===== src/rtl/lc_pkg.sv =====
package lc_pkg;

   // Two ways of building the saturating subtract after the gain shift.
   typedef enum logic {
      CLAMP_BIASED = 1'b0,   // lift by a constant, compare unsigned, remove constant
      CLAMP_SIGNED = 1'b1    // plain two's-complement difference and sign test
   } clamp_style_e;

   localparam int LC_PIX_W_DEF = 8;
   localparam int LC_NUM_CH_DEF = 3;

endpackage


===== src/rtl/lc_lane.sv =====
module lc_lane #(
   parameter int                   PIX_W = 8,
   parameter lc_pkg::clamp_style_e CLAMP = lc_pkg::CLAMP_BIASED
) (
   input  logic             clk,
   input  logic             rst_n,
   input  logic             byp,
   input  logic [PIX_W-1:0] pix,
   input  logic [PIX_W-1:0] gain,
   input  logic [PIX_W-1:0] ofs,
   output logic [PIX_W-1:0] pix_out
);

   localparam int PROD_W = 2 * PIX_W;
   localparam int ACC_W  = 2 * PIX_W + 1;
   localparam int FRAC   = PIX_W - 1;
   localparam logic [ACC_W-1:0] MAXV = ACC_W'({PIX_W{1'b1}});
   localparam logic [ACC_W-1:0] BIAS = ACC_W'(1) << PIX_W;
   localparam logic [ACC_W-1:0] TOPV = BIAS + MAXV;

   // stage 2: full-precision product and the terms that travel with it
   logic [PROD_W-1:0] prod_q;
   logic [PIX_W-1:0]  ofs_q;
   logic [PIX_W-1:0]  pix_q;
   logic              byp_q;

   always_ff @(posedge clk or negedge rst_n) begin
      if (!rst_n) begin
         prod_q <= '0;
         ofs_q  <= '0;
         pix_q  <= '0;
         byp_q  <= 1'b0;
      end else begin
         prod_q <= PROD_W'(pix) * PROD_W'(gain);
         ofs_q  <= ofs;
         pix_q  <= pix;
         byp_q  <= byp;
      end
   end

   logic [ACC_W-1:0] shf;
   logic [PIX_W-1:0] lim;

   assign shf = ACC_W'(prod_q >> FRAC);

   generate
      if (CLAMP == lc_pkg::CLAMP_BIASED) begin : g_biased
         logic [ACC_W-1:0] lifted;
         always_comb begin
            lifted = shf + BIAS - ACC_W'(ofs_q);
            if (lifted < BIAS)
               lim = '0;
            else if (lifted > TOPV)
               lim = '1;
            else
               lim = PIX_W'(lifted - BIAS);
         end
      end else begin : g_signed
         logic signed [ACC_W-1:0] diff;
         always_comb begin
            diff = $signed(shf) - $signed(ACC_W'(ofs_q));
            if (diff < 0)
               lim = '0;
            else if (diff > $signed(MAXV))
               lim = '1;
            else
               lim = PIX_W'(diff);
         end
      end
   endgenerate

   // stage 3: output register
   always_ff @(posedge clk or negedge rst_n) begin
      if (!rst_n)
         pix_out <= '0;
      else
         pix_out <= byp_q ? pix_q : lim;
   end

   assert_no_overflow_R5: assert property (@(posedge clk) disable iff (!rst_n)
      (!byp_q && (shf >= ACC_W'(ofs_q) + MAXV)) |=> (pix_out == {PIX_W{1'b1}}));

   assert_floor_zero_R6: assert property (@(posedge clk) disable iff (!rst_n)
      (!byp_q && (shf <= ACC_W'(ofs_q))) |=> (pix_out == '0));

   assert_only_darkens_R7: assert property (@(posedge clk) disable iff (!rst_n)
      !byp_q |=> (ACC_W'(pix_out) <= $past(shf)));

   assert_bypass_lane_R8: assert property (@(posedge clk) disable iff (!rst_n)
      byp_q |=> (pix_out == $past(pix_q)));

endmodule


===== src/rtl/lc_zone_flag.sv =====
module lc_zone_flag #(
   parameter int PIX_W = 8
) (
   input  logic             clk,
   input  logic             rst_n,
   input  logic [PIX_W-1:0] gain,
   output logic             zone
);

   localparam logic [PIX_W-1:0] UNITY = PIX_W'(1) << (PIX_W - 1);

   logic zone_s2;

   always_ff @(posedge clk or negedge rst_n) begin
      if (!rst_n) begin
         zone_s2 <= 1'b0;
         zone    <= 1'b0;
      end else begin
         zone_s2 <= (gain > UNITY);
         zone    <= zone_s2;
      end
   end

   assert_zone_delay_R9: assert property (@(posedge clk) disable iff (!rst_n)
      zone_s2 |=> zone);

endmodule


===== src/rtl/logo_cancel_dp.sv =====
module logo_cancel_dp #(
   parameter int                   PIX_W       = lc_pkg::LC_PIX_W_DEF,
   parameter int                   NUM_CH      = lc_pkg::LC_NUM_CH_DEF,
   parameter lc_pkg::clamp_style_e CLAMP_STYLE = lc_pkg::CLAMP_BIASED
) (
   input  logic                    clk,
   input  logic                    rst_n,
   input  logic                    bypass,
   input  logic [NUM_CH*PIX_W-1:0] vid_in,
   input  logic [PIX_W-1:0]        tmpl_gain,
   input  logic [PIX_W-1:0]        tmpl_ofs,
   output logic [NUM_CH*PIX_W-1:0] vid_out,
   output logic                    logo_zone
);

   localparam int BUS_W = NUM_CH * PIX_W;
   localparam logic [PIX_W-1:0] UNITY = PIX_W'(1) << (PIX_W - 1);

   if (PIX_W < 2) begin : g_bad_width
      $error("logo_cancel_dp: PIX_W must be at least 2");
   end
   if (NUM_CH < 1) begin : g_bad_ch
      $error("logo_cancel_dp: NUM_CH must be at least 1");
   end

   // stage 1: entry registers
   logic [BUS_W-1:0] vid_s1;
   logic [PIX_W-1:0] gain_s1;
   logic [PIX_W-1:0] ofs_s1;
   logic             byp_s1;

   always_ff @(posedge clk or negedge rst_n) begin
      if (!rst_n) begin
         vid_s1  <= '0;
         gain_s1 <= '0;
         ofs_s1  <= '0;
         byp_s1  <= 1'b0;
      end else begin
         vid_s1  <= vid_in;
         gain_s1 <= tmpl_gain;
         ofs_s1  <= tmpl_ofs;
         byp_s1  <= bypass;
      end
   end

   // stages 2 and 3: one arithmetic lane per colour channel
   for (genvar ch = 0; ch < NUM_CH; ch++) begin : g_lane
      lc_lane #(
         .PIX_W (PIX_W),
         .CLAMP (CLAMP_STYLE)
      ) u_lane (
         .clk     (clk),
         .rst_n   (rst_n),
         .byp     (byp_s1),
         .pix     (vid_s1[ch*PIX_W +: PIX_W]),
         .gain    (gain_s1),
         .ofs     (ofs_s1),
         .pix_out (vid_out[ch*PIX_W +: PIX_W])
      );
   end

   lc_zone_flag #(
      .PIX_W (PIX_W)
   ) u_zone (
      .clk   (clk),
      .rst_n (rst_n),
      .gain  (gain_s1),
      .zone  (logo_zone)
   );

   // cycles since reset release, saturating; gates the end-to-end checks
   logic [1:0] fill_q;
   always_ff @(posedge clk or negedge rst_n) begin
      if (!rst_n)
         fill_q <= '0;
      else if (fill_q != 2'd3)
         fill_q <= fill_q + 2'd1;
   end

   assert_zone_aligned_R9: assert property (@(posedge clk) disable iff (!rst_n)
      (fill_q == 2'd3) |-> (logo_zone == ($past(tmpl_gain, 3) > UNITY)));

   assert_bypass_latency_R8: assert property (@(posedge clk) disable iff (!rst_n)
      ((fill_q == 2'd3) && $past(bypass, 3)) |-> (vid_out == $past(vid_in, 3)));

   assert_unity_pass_R3: assert property (@(posedge clk) disable iff (!rst_n)
      ((fill_q == 2'd3) && ($past(tmpl_gain, 3) == UNITY) && ($past(tmpl_ofs, 3) == '0))
      |-> (vid_out == $past(vid_in, 3)));

   assert_reset_clear_R1: assert property (@(posedge clk)
      !rst_n |-> (vid_out == '0 && !logo_zone));

endmodule


===== config.mk =====
export PLATFORM = sky130hd
export DESIGN_NAME = logo_cancel_dp
export DESIGN_NICKNAME = d
export VERILOG_FILES = /design/src/rtl/lc_pkg.sv /design/src/rtl/lc_lane.sv /design/src/rtl/lc_zone_flag.sv /design/src/rtl/logo_cancel_dp.sv
export SDC_FILE = /design/constraint.sdc
export NUM_CORES = 1
export LEC_CHECK = 0
export ABC_AREA = 1
export CAP_MARGIN = 15
export CORE_MARGIN = 5
export CORE_UTILIZATION = 39
export DETAILED_ROUTE_END_ITERATION = 8
export PLACE_DENSITY = 0.68
export SETUP_SLACK_MARGIN = 0.1
export SYNTH_ARGS = -nofsm -noshare
export SYNTH_HDL_FRONTEND = slang
export SYNTH_SLANG_ARGS = --single-unit
export TNS_END_PERCENT = 5

===== constraint.sdc =====
create_clock -name clk -period 4.4 [get_ports clk]
set_input_delay 0.88 -clock clk [delete_from_list [all_inputs] [get_ports clk]]
set_output_delay 0.88 -clock clk [all_outputs]
set_load 0.02 [all_outputs]

## Word-level counts from Yosys, hierarchy flattened

Index checks and enable logic that the tools add are counted.

- Register bits after elaboration: 148
- Bits of input ports: 43
- Output and inout port bits: 25
- Word-level logic and storage cells: 45

- Add/subtract/negate cells: 9
- Multipliers: 3
- Magnitude comparators: 7
- Muxes and demuxes: 9

Operators with widths:

| operator | number |
|---|---|
| $mux 8 | 9 |
| $gt 17x9->1 const B | 3 |
| $lt 17x9->1 const B | 3 |
| $mul 8x8->16 | 3 |
| $sub 10x8->11 | 3 |
| $add 9x9->10 const B | 3 |
| $sub 8x1->8 const B | 3 |
| $gt 8x8->1 const B | 1 |

## Longest topological paths before layout

- Depth in word-level cells: 6
- Depth in mapped cells: 21
- Gate-level depth less buffers: 19

## Cells and area by module

From an unflattened synthesis, not the netlist that was laid out.

- Cells, all modules: 1,563
- Area total of the unflattened synthesis: 12,565.8 um2

By module, submodules not included:

| module | instances | cells each | area each (um2) | sequential area each (um2) |
|---|---|---|---|---|
| lc_lane at g_lane[0].u_lane | 1 | 508 | 3,890.0 | 850.8 |
| lc_lane at g_lane[2].u_lane | 1 | 502 | 3,788.6 | 850.8 |
| lc_lane at g_lane[1].u_lane | 1 | 501 | 3,777.4 | 850.8 |
| logo_cancel_dp | 1 | 41 | 1,026.0 | 1,026.0 |
| lc_zone_flag | 1 | 11 | 83.8 | 50.0 |

## Worst setup path after synthesis

Ideal clock, no wire load.

- Kind: reg-to-reg
- Start point: register gain_s1[7]
- End point: register g_lane[1].u_lane.prod_q[12]
- Setup time: 0.123 ns
- Arrival time: 4.035 ns
- Data required time: 4.277 ns
- Path slack: 0.242 ns
- Stages on the path, launching flop included: 19
- Path buffers: 2
- Cells stage by stage: dfrtp_1 > clkbuf_1 > clkbuf_1 > nand2_1 > fa_1 > fa_1 > inv_1 > fa_1 > inv_1 > fa_1 > inv_1 > ha_1 > nand2_1 > nor2_1 > nand2_1 > nor3_1 > nor2_1 > nand2_1 > nand2_1

- Cells in the longest elaborated chain, start to end: 1

Ends and longest elaborated chain:

| what | line | RTL |
|---|---|---|
| start, declared | logo_cancel_dp.sv:28 | `logic [PIX_W-1:0] gain_s1;` |
| start signal, assigned | logo_cancel_dp.sv:40 | `gain_s1 <= tmpl_gain;` |
| $mul 8x8->16 | lc_lane.sv:34 | `prod_q <= PROD_W'(pix) * PROD_W'(gain);` |
| end signal, assigned | lc_lane.sv:34 |  |
| end, declared | lc_lane.sv:22 | `logic [PROD_W-1:0] prod_q;` |

No other way between the ends.

## Worst setup path in the final report

- Start point: register gain_s1[2]
- End point: register g_lane[0].u_lane.prod_q[14]

- Cells in the longest elaborated chain, start to end: 1

Ends and longest elaborated chain:

| what | line |
|---|---|
| $mul 8x8->16 | lc_lane.sv:34 |
| end signal, assigned | lc_lane.sv:34 |
| end, declared | lc_lane.sv:22 |

No other way between the ends.

==> key figures <==
Status
  – Status: completed

Timing
  – Post-route clock skew: roughly 15 ps
  – Number of hold violations in the final report: 0
  – Setup repair after global routing missed its margin: yes
  – Count of final setup violators: 0
  – Max_slew headroom: between 40% and 50%
  – Final critical delay including setup and external delays: 4212 ps
  – Slew at the pin closest to its max-slew limit: 888.0 ps
  – Final slew viol count: 0
  – Final clock period utilization by the worst path: 95.72%
  – Peak Freq: 237.4 MHz

Cells and area
  – Post-layout util: between 40% and 50%
  – Most used cells in the layout excluding fill and tap cells: nand2_1 (457), inv_1 (382), ha_1 (145), dfrtp_1 (122), fa_1 (108)
  – Finished Cell Area: 13970 sq um
  – Nets: 1894
  – Inserted Diodes: 0
  – Area growth syn-to-layout: 17.00%
  – Most frequent standard cell in the layout excluding fill and tap cells: nand2_1
  – Layout cells sized above 1: 7.209%
  – Fin cells: 2005

Floorplanning
  – Horizontal extent of the die: 185.0 microns
  – Die Y: 185.0 microns
  – Die Outline Area: 34210 sq um
  – Site row count: 64
  – Core area: roughly 30000 sq um
  – Ports placed on the boundary: a little under 70
  – Initial Util: 39.23%

Synthesis
  – Main area contributors after synthesis: dfrtp_1 (27%), fa_1 (18%), ha_1 (15%)
  – Post-Synthesis Net Count: 1813
  – Mapped cell area: 11940 sq um
  – Average cell area after synthesis: 7.880 sq um
  – Synth area leader: dfrtp_1
  – Sequential fraction of the synthesis area: between 20% and 30%
  – Ys Warns: 0
  – Count of state elements after synthesis: approximately 130
  – Number of cells produced by synthesis: between 1500 and 2000
  – Area share of the leading cell type in the synthesized netlist: 26.62%
  – Cell variety after synth: 33

Route
  – DRC violation count after routing: 0
  – WL per Instance: 14.22 microns
  – Pre-antenna DRT Iters: 5
  – Total vias in the final route: 9374
  – Final ANT Viol Nets: 0
  – Final routed wirelength across all metal layers: 28520 microns
  – 1st-iter DRT viols: 635
  – Average vias per placed instance: 4.675

Worst setup path
  – Reg-to-Reg Start: gain_s1[2]$_DFF_PN0_
  – Launching element of the worst setup path: gain_s1[2]$_DFF_PN0_
  – End of the critical path: g_lane[0].u_lane.prod_q[14]$_DFF_PN0_
  – Required time of the critical path: 4720 ps
  – R2r endpoint: g_lane[0].u_lane.prod_q[14]$_DFF_PN0_
  – Arrival time of the worst setup path: approximately 4500 ps
  – Kind of start point of the critical path: flip-flop
  – Critical Path Max Stage Delay: 600 ps
  – Library cell contributing the largest single delay on the critical path: dfrtp_4
  – R2R cell count: 15
  – Top fanout value on the critical path: 17
  – Cell Chain, Critical Path: nand2_1, inv_1, fa_1, fa_1, fa_1, inv_1, fa_1, inv_1, ha_1, a21o_1, a21o_1, a21oi_1, nand2_1, nand2_1, nand2_1
  – Setup crit end kind: flip-flop
  – CP Class: flip-flop to flip-flop
  – Register-to-register setup slack: 190 ps

Power and ir drop
  – Final Total Pwr: between 7 and 8 mW
  – Portion of total power attributed to combinational logic: 57.6%
  – Relative contribution of sequential cells to total power: between 20 and 25%
  – Clock power share: 21.7%
  – Leakage dissipation: 8.416 nW
  – Switching power summed over all nets: around 3.3 mW
  – Pint: 4.232 mW
  – Power Dens Cells: 542.3 nW/um^2
  – IR drop worst, VDD: 0.3098 mV
  – Net switching share of the total power: between 40% and 50%

Clock network
  – Longest Clk Path Bufs: 2
  – CTS H-tree depth: 4
  – Sink count of the clock tree: 127
  – Worst-Skew Late Latency: 430 ps
  – Number of hold buffers added after CTS: 0
  – Clock Root Buffer: clkbuf_16
  – Clock Pin Slew Worst Setup and Hold Paths: 60 ps
  – TritonCTS buffer count: 17
  – TritonCTS clock tree: yes

Global routing
  – Wire length of the first global-routing pass: 47730 microns
  – Number of global-route vias before repair: 9561
  – Number of antenna violations at the first check in global routing: 0
  – Final global-route overflow total: 0
  – Gr usage total: 17.65%
  – Pin count of the biggest net entering global routing: 97

Placement
  – Count of buffers inserted at the top-level ports: 67
  – Placed cell count: 1970
  – Placement-stage cell area: ~13000 sq um
  – Total half-perimeter wirelength after legalization and detailed placement: 23230 microns
  – Last weighted congestion value of the routability-driven placer: 0.9052

Min path
  – Hold crit path type: flip-flop to flip-flop

Run
  – Max-Cap Viols: 0
logic make-up (layout without fill, tap and decap cells):
group | after synthesis | count (layout) | synth area share [%]
adders and majority gates | 255 | 255 | 33.52
xor gates and xnor gates | 20 | 20 | 1.467
AOI/OAI and AO/OA | 65 | 65 | 3.228
buffers and inverters | 433 | 527 | 13.75
DFF | 127 | 127 | 26.62
and+or+nand+nor | 615 | 615 | 21.41
sequential cells by signal, indices dropped and copies added (netlist names):
register               count
g_lane.u_lane.prod_q      27
g_lane.u_lane.pix_out     24
g_lane.u_lane.pix_q       24
vid_s1                    24
g_lane.u_lane.ofs_q        8
gain_s1                    8
ofs_s1                     8
byp_s1                     1
g_lane.u_lane.byp_q        1
u_zone.zone                1
u_zone.zone_s2             1
Yosys cell counts, drive strengths merged:
library cell  count
nor2             44
nand2           471
o21bai            5
a21oi            40
nand4            11
nand3            73
inv             386
dfrtp           127
clkbuf           31
buf              16
a31oi             2
ha              147
a21o              2
a21boi            1
xor2              7
nor3              7
o21ai            15
nor4              2
nor3b             2
and2              1
fa              108
xnor2            13
nand3b            4
routing by layer:
metal  GRT usage, %  part of all wire (%)  up-vias
met5              0                     0        -
met2          27.79                    45      228
met1          24.19                    47     4438
met4          6.723                   3.2        0
met3          3.476                   5.3       57
li1               -                     -     4651
worst min path at each step:
stage | startpoint | end | slack, ps | cells past startpoint
5_1_grt | u_zone.zone_s2$_DFF_PN0_ | u_zone.zone$_DFF_PN0_ | 350 | 0
3_3_place_gp | u_zone.zone_s2$_DFF_PN0_ | u_zone.zone$_DFF_PN0_ | 330 | 0
4_1_cts | ofs_s1[7]$_DFF_PN0_ | g_lane[1].u_lane.ofs_q[7]$_DFF_PN0_ | 350 | 0
2_1_floorplan | byp_s1$_DFF_PN0_ | g_lane[1].u_lane.byp_q$_DFF_PN0_ | 330 | 0
3_5_place_dp | ofs_s1[7]$_DFF_PN0_ | g_lane[1].u_lane.ofs_q[7]$_DFF_PN0_ | 330 | 0
6_report | ofs_s1[1]$_DFF_PN0_ | g_lane[1].u_lane.ofs_q[1]$_DFF_PN0_ | 340 | 0
critical path, delay by kind of cell, from the launching register on:
kind	cells	cell delay, ps
AO/OA/AOI/OAI	3	580
adder cells (fa/ha/maj)	5	2440
buffers and inverters	3	160
flip-flops	1	600
AND/OR/NAND/NOR	4	300
per-stage QoR:
stage                     setup TNS (ps)  setup slack [ps]  hold WS [ps]
after global placement                 0             79.87         333.6
after floorplan                        0             241.8         331.2
after global routing                   0             5.636         353.5
final                                  0             188.3         344.9
after detailed placement          -11.23            -11.23         334.7
after CTS                              0             121.7         348.2
power by group through the flow:
stage          clock [mW]  combinational [mW]  sequential (mW)
6_report             1.64                4.37             1.57
5_1_grt              1.72                5.05             1.59
3_3_place_gp            0                4.22             1.58
3_5_place_dp            0                4.29             1.59
4_1_cts              1.67                4.34             1.57
2_1_floorplan           0                3.10             1.66
cell type report:
type                    instances  area, sq um
clock inverters                13        235.2
repair buffers                109         1012
multi-input cells             955         7146
fillers                      2961        16460
clock buffers                  19        442.9
flip-flops and latches        127         3187
inverters                     386         1449
well taps                     396        495.5
repair_timing:
item / in CTS / in global routing
gates resized for setup: 3 / 11
endpoints found under the setup margin: 12 / 17
buffers inserted: 0 / 3
(Power assumes the default switching activity.)
